===== config.mk =====
export PLATFORM = sky130hd
export DESIGN_NAME = dacc_checker_top
export DESIGN_NICKNAME = d
export VERILOG_FILES = /design/src/rtl/dacc_pkg.sv /design/src/rtl/dacc_datapath.sv /design/src/rtl/dacc_control.sv /design/src/rtl/dacc_checker_top.sv
export SDC_FILE = /design/constraint.sdc
export NUM_CORES = 1
export LEC_CHECK = 0
export BUFFER_PORTS_ARGS = -buffer_cell sky130_fd_sc_hd__buf_2
export CAP_MARGIN = 20
export CORE_MARGIN = 3
export CORE_UTILIZATION = 41
export DETAILED_ROUTE_END_ITERATION = 16
export PLACE_DENSITY = 0.81
export SYNTH_ARGS = -nofsm -noshare
export SYNTH_HDL_FRONTEND = slang
export SYNTH_SLANG_ARGS = --single-unit

===== constraint.sdc =====
create_clock -name clk -period 2.1 [get_ports clk]
set_input_delay 0.21 -clock clk [delete_from_list [all_inputs] [get_ports clk]]
set_output_delay 0.21 -clock clk [all_outputs]
set_load 0.05 [all_outputs]

===== src/rtl/dacc_pkg.sv =====
package dacc_pkg;

  // Strobes from control to datapath.
  typedef struct packed {
    logic capture;  // load the access stage
    logic abort;    // current access raises an alignment abort
  } ctlStrobe_t;

  // Raw conditions reported by the datapath.
  typedef struct packed {
    logic       misaligned;
    logic       alignEn;
    logic       isStore;
    logic       haltDbg;
    logic       maskMode;
    logic [1:0] dir0;
    logic [1:0] dir1;
    logic       wordHit0;
    logic       wordHit1;
    logic       rangeHit;
  } dpStatus_t;

  // Direction filter: 0 off, 1 stores, 2 both, 3 loads.
  function automatic logic dirAllows(input logic [1:0] dir, input logic isStore);
    case (dir)
      2'd0:    return 1'b0;
      2'd1:    return isStore;
      2'd2:    return 1'b1;
      default: return ~isStore;
    endcase
  endfunction

endpackage


===== src/rtl/dacc_datapath.sv =====
module dacc_datapath
  import dacc_pkg::*;
#(
  parameter int ADDR_W    = 32,
  parameter int PID_W     = 7,
  parameter int ALIGN_BIT = 1,
  parameter int MASK_BIT  = 8,
  parameter int HALT_BIT  = 31,
  parameter logic [ADDR_W-1:0] FAULT_CODE = 'h400
) (
  input  logic              clk,
  input  logic              rstN,
  input  ctlStrobe_t        strobe,
  input  logic [ADDR_W-1:0] accAddr,
  input  logic              accStore,
  input  logic [ADDR_W-1:0] pidReg,
  input  logic [ADDR_W-1:0] ctrlReg,
  input  logic [ADDR_W-1:0] bkptAddr0,
  input  logic [ADDR_W-1:0] bkptAddr1,
  input  logic [ADDR_W-1:0] bkptCtrl,
  input  logic [ADDR_W-1:0] dbgCtrl,
  output dpStatus_t         status,
  output logic [ADDR_W-1:0] relocAddr,
  output logic [ADDR_W-1:0] faultStatus,
  output logic [ADDR_W-1:0] faultAddr
);

  localparam int RELOC_LO = ADDR_W - PID_W;
  localparam int WORD_LSB = 2;
  localparam int NUM_CMP  = 2;

  logic [ADDR_W-1:0]              addrQ;
  logic                           storeQ;
  logic [PID_W-1:0]               pidQ;
  logic                           alignEnQ;
  logic [NUM_CMP-1:0][ADDR_W-1:0] bkptQ;
  logic [2*NUM_CMP-1:0]           dirQ;
  logic                           maskQ;
  logic                           haltQ;

  always_ff @(posedge clk) begin
    if (!rstN) begin
      addrQ    <= '0;
      storeQ   <= 1'b0;
      pidQ     <= '0;
      alignEnQ <= 1'b0;
      bkptQ    <= '0;
      dirQ     <= '0;
      maskQ    <= 1'b0;
      haltQ    <= 1'b0;
    end else if (strobe.capture) begin
      addrQ    <= accAddr;
      storeQ   <= accStore;
      pidQ     <= pidReg[ADDR_W-1:RELOC_LO];
      alignEnQ <= ctrlReg[ALIGN_BIT];
      bkptQ    <= {bkptAddr1, bkptAddr0};
      dirQ     <= bkptCtrl[2*NUM_CMP-1:0];
      maskQ    <= bkptCtrl[MASK_BIT];
      haltQ    <= dbgCtrl[HALT_BIT];
    end
  end

  // Register bits this block does not decode.
  logic unusedBits;
  assign unusedBits = ^{pidReg[RELOC_LO-1:0], ctrlReg, bkptCtrl, dbgCtrl};

  // Process relocation.
  logic moveAddr;
  assign moveAddr  = (pidQ != '0) && (addrQ[ADDR_W-1:RELOC_LO] == '0);
  assign relocAddr = moveAddr ? {pidQ, addrQ[RELOC_LO-1:0]} : addrQ;

  // Word comparators.
  logic [NUM_CMP-1:0] wordHit;
  for (genvar i = 0; i < NUM_CMP; i++) begin : gCmp
    assign wordHit[i] = relocAddr[ADDR_W-1:WORD_LSB] == bkptQ[i][ADDR_W-1:WORD_LSB];
  end

  // Range comparator: word 1 is an inverse mask over word 0.
  logic rangeHit;
  assign rangeHit = ((relocAddr ^ bkptQ[0]) & ~bkptQ[1]) == '0;

  always_comb begin
    status.misaligned = relocAddr[WORD_LSB-1:0] != '0;
    status.alignEn    = alignEnQ;
    status.isStore    = storeQ;
    status.haltDbg    = haltQ;
    status.maskMode   = maskQ;
    status.dir0       = dirQ[1:0];
    status.dir1       = dirQ[3:2];
    status.wordHit0   = wordHit[0];
    status.wordHit1   = wordHit[1];
    status.rangeHit   = rangeHit;
  end

  assign faultStatus = strobe.abort ? FAULT_CODE : '0;
  assign faultAddr   = strobe.abort ? relocAddr  : '0;

endmodule


===== src/rtl/dacc_control.sv =====
module dacc_control
  import dacc_pkg::*;
(
  input  logic       clk,
  input  logic       rstN,
  input  logic       accValid,
  input  dpStatus_t  status,
  output ctlStrobe_t strobe,
  output logic       alignAbort,
  output logic       bkptHit
);

  logic validQ;

  always_ff @(posedge clk) begin
    if (!rstN) validQ <= 1'b0;
    else       validQ <= accValid;
  end

  logic hit0, hit1, rangeOk, anyHit;

  assign hit0    = status.wordHit0 & dirAllows(status.dir0, status.isStore);
  assign hit1    = status.wordHit1 & dirAllows(status.dir1, status.isStore);
  assign rangeOk = status.rangeHit & dirAllows(status.dir0, status.isStore);
  assign anyHit  = status.maskMode ? rangeOk : (hit0 | hit1);

  assign strobe.capture = accValid;
  assign strobe.abort   = validQ & status.alignEn & status.misaligned;
  assign alignAbort     = strobe.abort;
  assign bkptHit        = validQ & ~status.haltDbg & anyHit;

endmodule


===== src/rtl/dacc_checker_top.sv =====
module dacc_checker_top
  import dacc_pkg::*;
#(
  parameter int ADDR_W    = 32,
  parameter int PID_W     = 7,
  parameter int ALIGN_BIT = 1,
  parameter int MASK_BIT  = 8,
  parameter int HALT_BIT  = 31,
  parameter logic [ADDR_W-1:0] FAULT_CODE = 'h400
) (
  input  logic              clk,
  input  logic              rstN,
  input  logic              accValid,
  input  logic [ADDR_W-1:0] accAddr,
  input  logic              accStore,
  input  logic [ADDR_W-1:0] pidReg,
  input  logic [ADDR_W-1:0] ctrlReg,
  input  logic [ADDR_W-1:0] bkptAddr0,
  input  logic [ADDR_W-1:0] bkptAddr1,
  input  logic [ADDR_W-1:0] bkptCtrl,
  input  logic [ADDR_W-1:0] dbgCtrl,
  output logic [ADDR_W-1:0] relocAddr,
  output logic              alignAbort,
  output logic [ADDR_W-1:0] faultStatus,
  output logic [ADDR_W-1:0] faultAddr,
  output logic              bkptHit
);

  ctlStrobe_t strobe;
  dpStatus_t  status;

  dacc_control i_control (
    .clk        (clk),
    .rstN       (rstN),
    .accValid   (accValid),
    .status     (status),
    .strobe     (strobe),
    .alignAbort (alignAbort),
    .bkptHit    (bkptHit)
  );

  dacc_datapath #(
    .ADDR_W     (ADDR_W),
    .PID_W      (PID_W),
    .ALIGN_BIT  (ALIGN_BIT),
    .MASK_BIT   (MASK_BIT),
    .HALT_BIT   (HALT_BIT),
    .FAULT_CODE (FAULT_CODE)
  ) i_datapath (
    .clk         (clk),
    .rstN        (rstN),
    .strobe      (strobe),
    .accAddr     (accAddr),
    .accStore    (accStore),
    .pidReg      (pidReg),
    .ctrlReg     (ctrlReg),
    .bkptAddr0   (bkptAddr0),
    .bkptAddr1   (bkptAddr1),
    .bkptCtrl    (bkptCtrl),
    .dbgCtrl     (dbgCtrl),
    .status      (status),
    .relocAddr   (relocAddr),
    .faultStatus (faultStatus),
    .faultAddr   (faultAddr)
  );

endmodule


# Yosys cells after proc, flatten, opt, wreduce, memory -nomap -nowiden
# Index checks and enable logic that the tools add are counted.
[totals]
ff_bits = 112
latchBits = 0
mem_bits_rw = 0
rom_bits = 0
input_bits = 228
out_inout_bits = 98
elab_cells = 42
memories = 0
[op_classes]
addsub = 0
mul = 0
n_div = 0
order_cmp = 0
eq_ne = 6
n_shift = 0
mux = 6
n_bitwise = 13
n_reduce_logical = 7
[ops]
columns = ["op", "n"]
rows = [
  ["two-way mux 32 bit", 2],
  ["equality test 30 bit", 2],
  ["bitwise AND 32 bit", 1],
  ["logical NOT 32 bit", 1],
  ["NOT 32 bit", 1],
  ["bitwise XOR 32 bit", 1],
  ["two-way mux 11 bit", 1],
  ["bitwise AND 1 bit", 7],
  ["logical NOT 7 bit", 1],
  ["nonzero test 7 bit", 1],
  ["case mux 1 bit (3 select lines)", 2],
  ["equality test 2 x 1 -> 1 bit (second input constant)", 2],
  ["equality test 2 bit (second input constant)", 2],
  ["logical NOT 2 bit", 2],
  ["NOT 1 bit", 2],
  ["nonzero test 2 bit", 1],
  ["logical AND 1 bit", 1],
  ["two-way mux 1 bit", 1],
  ["OR 1 bit", 1],
]

# Logic depth before layout (Yosys ltp)
[depth]
word_depth = 9
depth_mapped = 8
depth_no_buf = 7

# Modules after synthesis
# A second synthesis with hierarchy kept.
[unflattened]
cells_unflattened = 622
area_unflattened_um2 = 6017.0
[by_module_without_submodules]
columns = ["mod", "n_inst", "cells_each", "area_per_inst_um2", "seq_area_each_um2"]
rows = [
  ["dacc_datapath", 1, 608, 5909.4, 2222.1],
  ["dacc_control", 1, 14, 107.6, 20.0],
]

# Least setup slack after synthesis
# OpenSTA, ideal clock, no wires.
[synth_path]
path_type = "reg2out"
from = "reg i_datapath.addrQ[29]"
to = "out bkptHit"
arrival_ps = 2098
required_ps = 1890
setup_slack_ps = -208
stages_incl_launch_ff = 9
n_path_buf = 1
path_cell_list = "dfxtp_1 -> buf_6 -> nor4_4 -> nand2_2 -> a221oi_2 -> nor2_1 -> or3_1 -> a2111oi_2 -> o22a_1"
[synth_via]
elab_chain_len = 9
word_cells_on_any_way = 14
classes_between = "eq/ne: 2; mux: 2; bitwise: 7; reduce/logical: 3"
[synth_rtl]
columns = ["item", "line", "rtl"]
rows = [
  ["from (decl)", "dacc_datapath.sv:32", "logic [ADDR_W-1:0] addrQ;"],
  ["from (signal assigned)", "dacc_datapath.sv:52", "addrQ <= accAddr;"],
  ["logical NOT 7 bit", "dacc_datapath.sv:69", "assign moveAddr = (pidQ != '0) && (addrQ[ADDR_W-1:RELOC_LO] == '0);"],
  ["logical AND 1 bit", "dacc_datapath.sv:69", ""],
  ["two-way mux 32 bit *", "dacc_datapath.sv:70", "assign relocAddr = moveAddr ? {pidQ, addrQ[RELOC_LO-1:0]} : addrQ;"],
  ["bitwise XOR 32 bit", "dacc_datapath.sv:80", "assign rangeHit = ((relocAddr ^ bkptQ[0]) & ~bkptQ[1]) == '0;"],
  ["bitwise AND 32 bit", "dacc_datapath.sv:80", ""],
  ["logical NOT 32 bit", "dacc_datapath.sv:80", ""],
  ["bitwise AND 1 bit", "dacc_control.sv:24", "assign rangeOk = status.rangeHit & dirAllows(status.dir0, status.isStore);"],
  ["two-way mux 1 bit *", "dacc_control.sv:25", "assign anyHit = status.maskMode ? rangeOk : (hit0 | hit1);"],
  ["bitwise AND 1 bit *", "dacc_control.sv:30", "assign bkptHit = validQ & ~status.haltDbg & anyHit;"],
  ["to (decl)", "dacc_checker_top.sv:26", "output logic bkptHit"],
]
# Every way passes the cells marked *; elsewhere a longest branch is shown, timed or not.

# Worst setup path after layout
# Ends and elaborated chain as after synthesis.

==> run metrics <==
run status=complete, but fails checks; failing checks=setup timing; drt wl/cell=around 17 um; Hold Vio Cnt, Final=0; WL met1=between 7000 and 8000 um; clk slew on worst S/H paths=approximately 0.070 ns; RePlAce Congestion=0.887; area grow syn2layout=36.0%; Hold Path Stages=3; Nets=between 1000 and 1500; critical-path cell list=buf_4, nor4b_1, a21oi_1, buf_4, xnor2_1, nor4_2, nand3_1, nor4_2, o22a_2, buf_8; Synth Area in XOR/XNOR=about 9.2%; Max-slew headroom=around 64%; worst skew pair latency=~0.35 ns; vias in the first global route=just over 5000; first-pass GRT wire length=27200 um; Cell Rows=between 40 and 50; register area share after synthesis=approximately 37%; final wirelength=18000 um; Top FF cell, synth=dfxtp_1; fraction of registers with async set/reset=0%; Vias=5042; f_max=about 370 MHz; routed length on met3=about 1500 um; Reg2Reg Depth=3; Hold Crit Start=bkptAddr0[7]; initial antenna violation count=2; GR Overflow Total=0; Synth Register Bits=roughly 110; Initial DRT Pass Iterations=4; Post-synth EDFFs=0; Crit-path slowest cell=dfxtp_2; worst setup margin=-0.609 ns; fin crit period=2.71 ns; WHS=approximately 0.10 ns; post-synthesis adder-cell area fraction=0%; number of distinct library cells after synthesis=around 40; DR DRC count=0; CP endpoint kind=output pin; CTS tree=built; post-synthesis simple-gate area fraction=between 20% and 30%; clock buffer depth=2; Worst Hold Class=in2reg; Worst R2R Setup Slack=around 1.2 ns; Max Used Layer=met5; RSZ-0062 raised after global routing=true; main combinational cell family by area after synthesis=simple AND/OR/NAND/NOR gates; CTS sink cnt=between 100 and 150; largest stage delay on the critical path=roughly 0.33 ns; CTS Buf Count=9; Startpoint Class=flop; Mapped Avg Cell Area=about 10 um2; initial DRC count=about 280; DR WL met2=between 8000 and 9000 um; Pins Over Slew Limit=0; number of cells produced by synthesis=approximately 600; Worst Path Required=about 1.9 ns; Routed Antenna Nets=0; Crit Path Max Fanout=4; cell area after technology mapping=5990 um2; layout cell share with drive strength beyond 1=40.3%; Final TNS setup=-0.609 ns; Hold Buf Count CTS=0; Worst Path Class, Setup=reg2out; H-tree depth=3; Max IR drop VDD=between 0.4 and 0.5 mV; pin count of the biggest net entering global routing=55; vias per std cell=4.78; hold endpoint=i_datapath.bkptQ[7]$_SDFFE_PN0P_; Pwr Density=approximately 680 nW/um2; Post-Place Setup Slack=-0.450 ns; die area=about 16000 um2; port buffer count=between 150 and 200; reg-to-reg endpoint=i_datapath.addrQ[24]$_SDFFE_PN0P_; crit path DAT=2.50 ns; Top Family by Delay on Critical Path=simple AND/OR/NAND/NOR gates; Die Y=approximately 130 um; sum of buffers and inverters on the critical path=3; # setup viols final=1; # IOs=approximately 330; starting density of the core=42.5%; Lkg Pwr=around 4.0 nW; Tcrit/Tclk final=129%; Synth warnings=0; Worst Skew=0 ns; Core Footprint=approximately 14000 um2; Max-Cap Viols=0; Worst Tran Pin Value=0.546 ns; DP HPWL=about 14000 um; gr usage total=21.8%; CTS Root Cell=clkbuf_16; Reg-to-Reg Start=i_datapath.addrQ[24]$_SDFFE_PN0P_; die width=127 um; compound-gate portion of the synthesized area=3.78%; mux contribution to synthesized area=between 15 and 20%
## cells in the final DEF (no fill, tap or decap), drive strengths merged
cell type / n
a2111oi: 1
a21o: 1
a21oi: 4
a221oi: 2
a31oi: 3
a41oi: 2
and2: 24
and3: 2
buf: 296
bufinv: 1
clkbuf: 10
clkinv: 5
conb: 31
dfxtp: 112
diode: 1
inv: 14
mux2i: 111
nand2: 5
nand2b: 1
nand3: 6
nand4: 9
nand4b: 1
nor2: 22
nor2b: 111
nor3: 4
nor3b: 1
nor4: 10
nor4b: 1
o2111ai: 1
o211ai: 1
o22a: 1
o22ai: 14
o311a: 1
or3: 1
or3b: 1
xnor2: 42
xor2: 21
## registers in the layout (all words and copies together), names as in the netlist, 4 cells and up
name,cells
i_datapath.bkptQ,64
i_datapath.addrQ,32
i_datapath.pidQ,7
i_datapath.dirQ,4
## final cells by class
class / count / area, um2
inverter: 13 / 48.8
timing repair buffer: 297 / 1910
antenna: 1 / 2.50
clock inverter: 7 / 71.3
clock buffer: 9 / 225
tap: 180 / 225
fill: 1183 / 5940
multi-input combinational: 435 / 3420
sequential: 112 / 2250
## worst register-to-register path: stages (launching register included)
cell,delay (ns)
dfxtp_1,0.37
buf_4,0.16
mux2i_1,0.08
nor2b_1,0.22
## how the worst max path moves through the flow
stage,slack [ns],start,end,cells after the start
2_1_floorplan,-0.06,i_datapath.addrQ[28]$_SDFFE_PN0P_,bkptHit,7
3_3_place_gp,-0.41,i_datapath.addrQ[25]$_SDFFE_PN0P_,bkptHit,7
3_5_place_dp,-0.45,i_datapath.addrQ[25]$_SDFFE_PN0P_,bkptHit,7
4_1_cts,-0.58,i_datapath.addrQ[29]$_SDFFE_PN0P_,bkptHit,9
5_1_grt,-0.74,i_datapath.addrQ[29]$_SDFFE_PN0P_,bkptHit,10
6_report,-0.61,i_datapath.addrQ[29]$_SDFFE_PN0P_,bkptHit,10
## synthesized netlist by cell type, types with 6 or more instances
| library cell | instances | area share, % |
|---|---|---|
| and2_1 | 24 | 2.5 |
| buf_1 | 9 | 0.56 |
| buf_4 | 57 | 7.1 |
| clkbuf_1 | 18 | 1.1 |
| dfxtp_1 | 112 | 37 |
| inv_1 | 13 | 0.81 |
| mux2i_1 | 111 | 19 |
| nand3_1 | 6 | 0.50 |
| nand4_1 | 9 | 0.94 |
| nor2_1 | 22 | 1.4 |
| nor2b_1 | 111 | 12 |
| nor4_1 | 9 | 0.94 |
| o22ai_1 | 14 | 1.5 |
| xnor2_1 | 42 | 6.1 |
| xor2_1 | 21 | 3.1 |
## power by group
group / total [W] / internal (W) / switching, W
clock network: 0.00174 / 0.000928 / 0.000811
registers: 0.00236 / 0.00225 / 0.000111
logic: 0.00146 / 0.000650 / 0.000807
## cell families (layout without fill, tap and decap cells)
group           count (synthesis)  after routing
flops                         112            112
compound gates                 31             31
other cells                     1             32
simple gates                  199            199
xor+xnor                       63             63
mux                           111            111
buf+inv                       100            326
## metal layers
layer,vias to the layer above,global-route usage [%]
li1,2489,-
met1,2322,29.4
met2,206,34.7
met3,23,5.39
met4,2,6.18
met5,-,0
## metrics by stage
step / total power, W / cell area [um2] / utilization [%] / instances
2_1_floorplan: 0.00331 / 6100 / - / 647
3_3_place_gp: 0.00372 / 7480 / 53.1 / 1028
3_5_place_dp: 0.00374 / 7480 / 53.1 / 1028
4_1_cts: 0.00553 / 8030 / 56.9 / 1052
5_1_grt: 0.00579 / 8150 / 57.8 / 1054
6_report: 0.00556 / 8150 / 57.8 / 1054
## repair_timing
item / 4_1_cts / 5_1_grt
buffers inserted: 8 / 2
resized for setup: 39 / 31
pin swaps: 13 / 6
endpoints found under the setup margin: 6 / 13
Note: power is estimated with default switching activity, not from simulation.
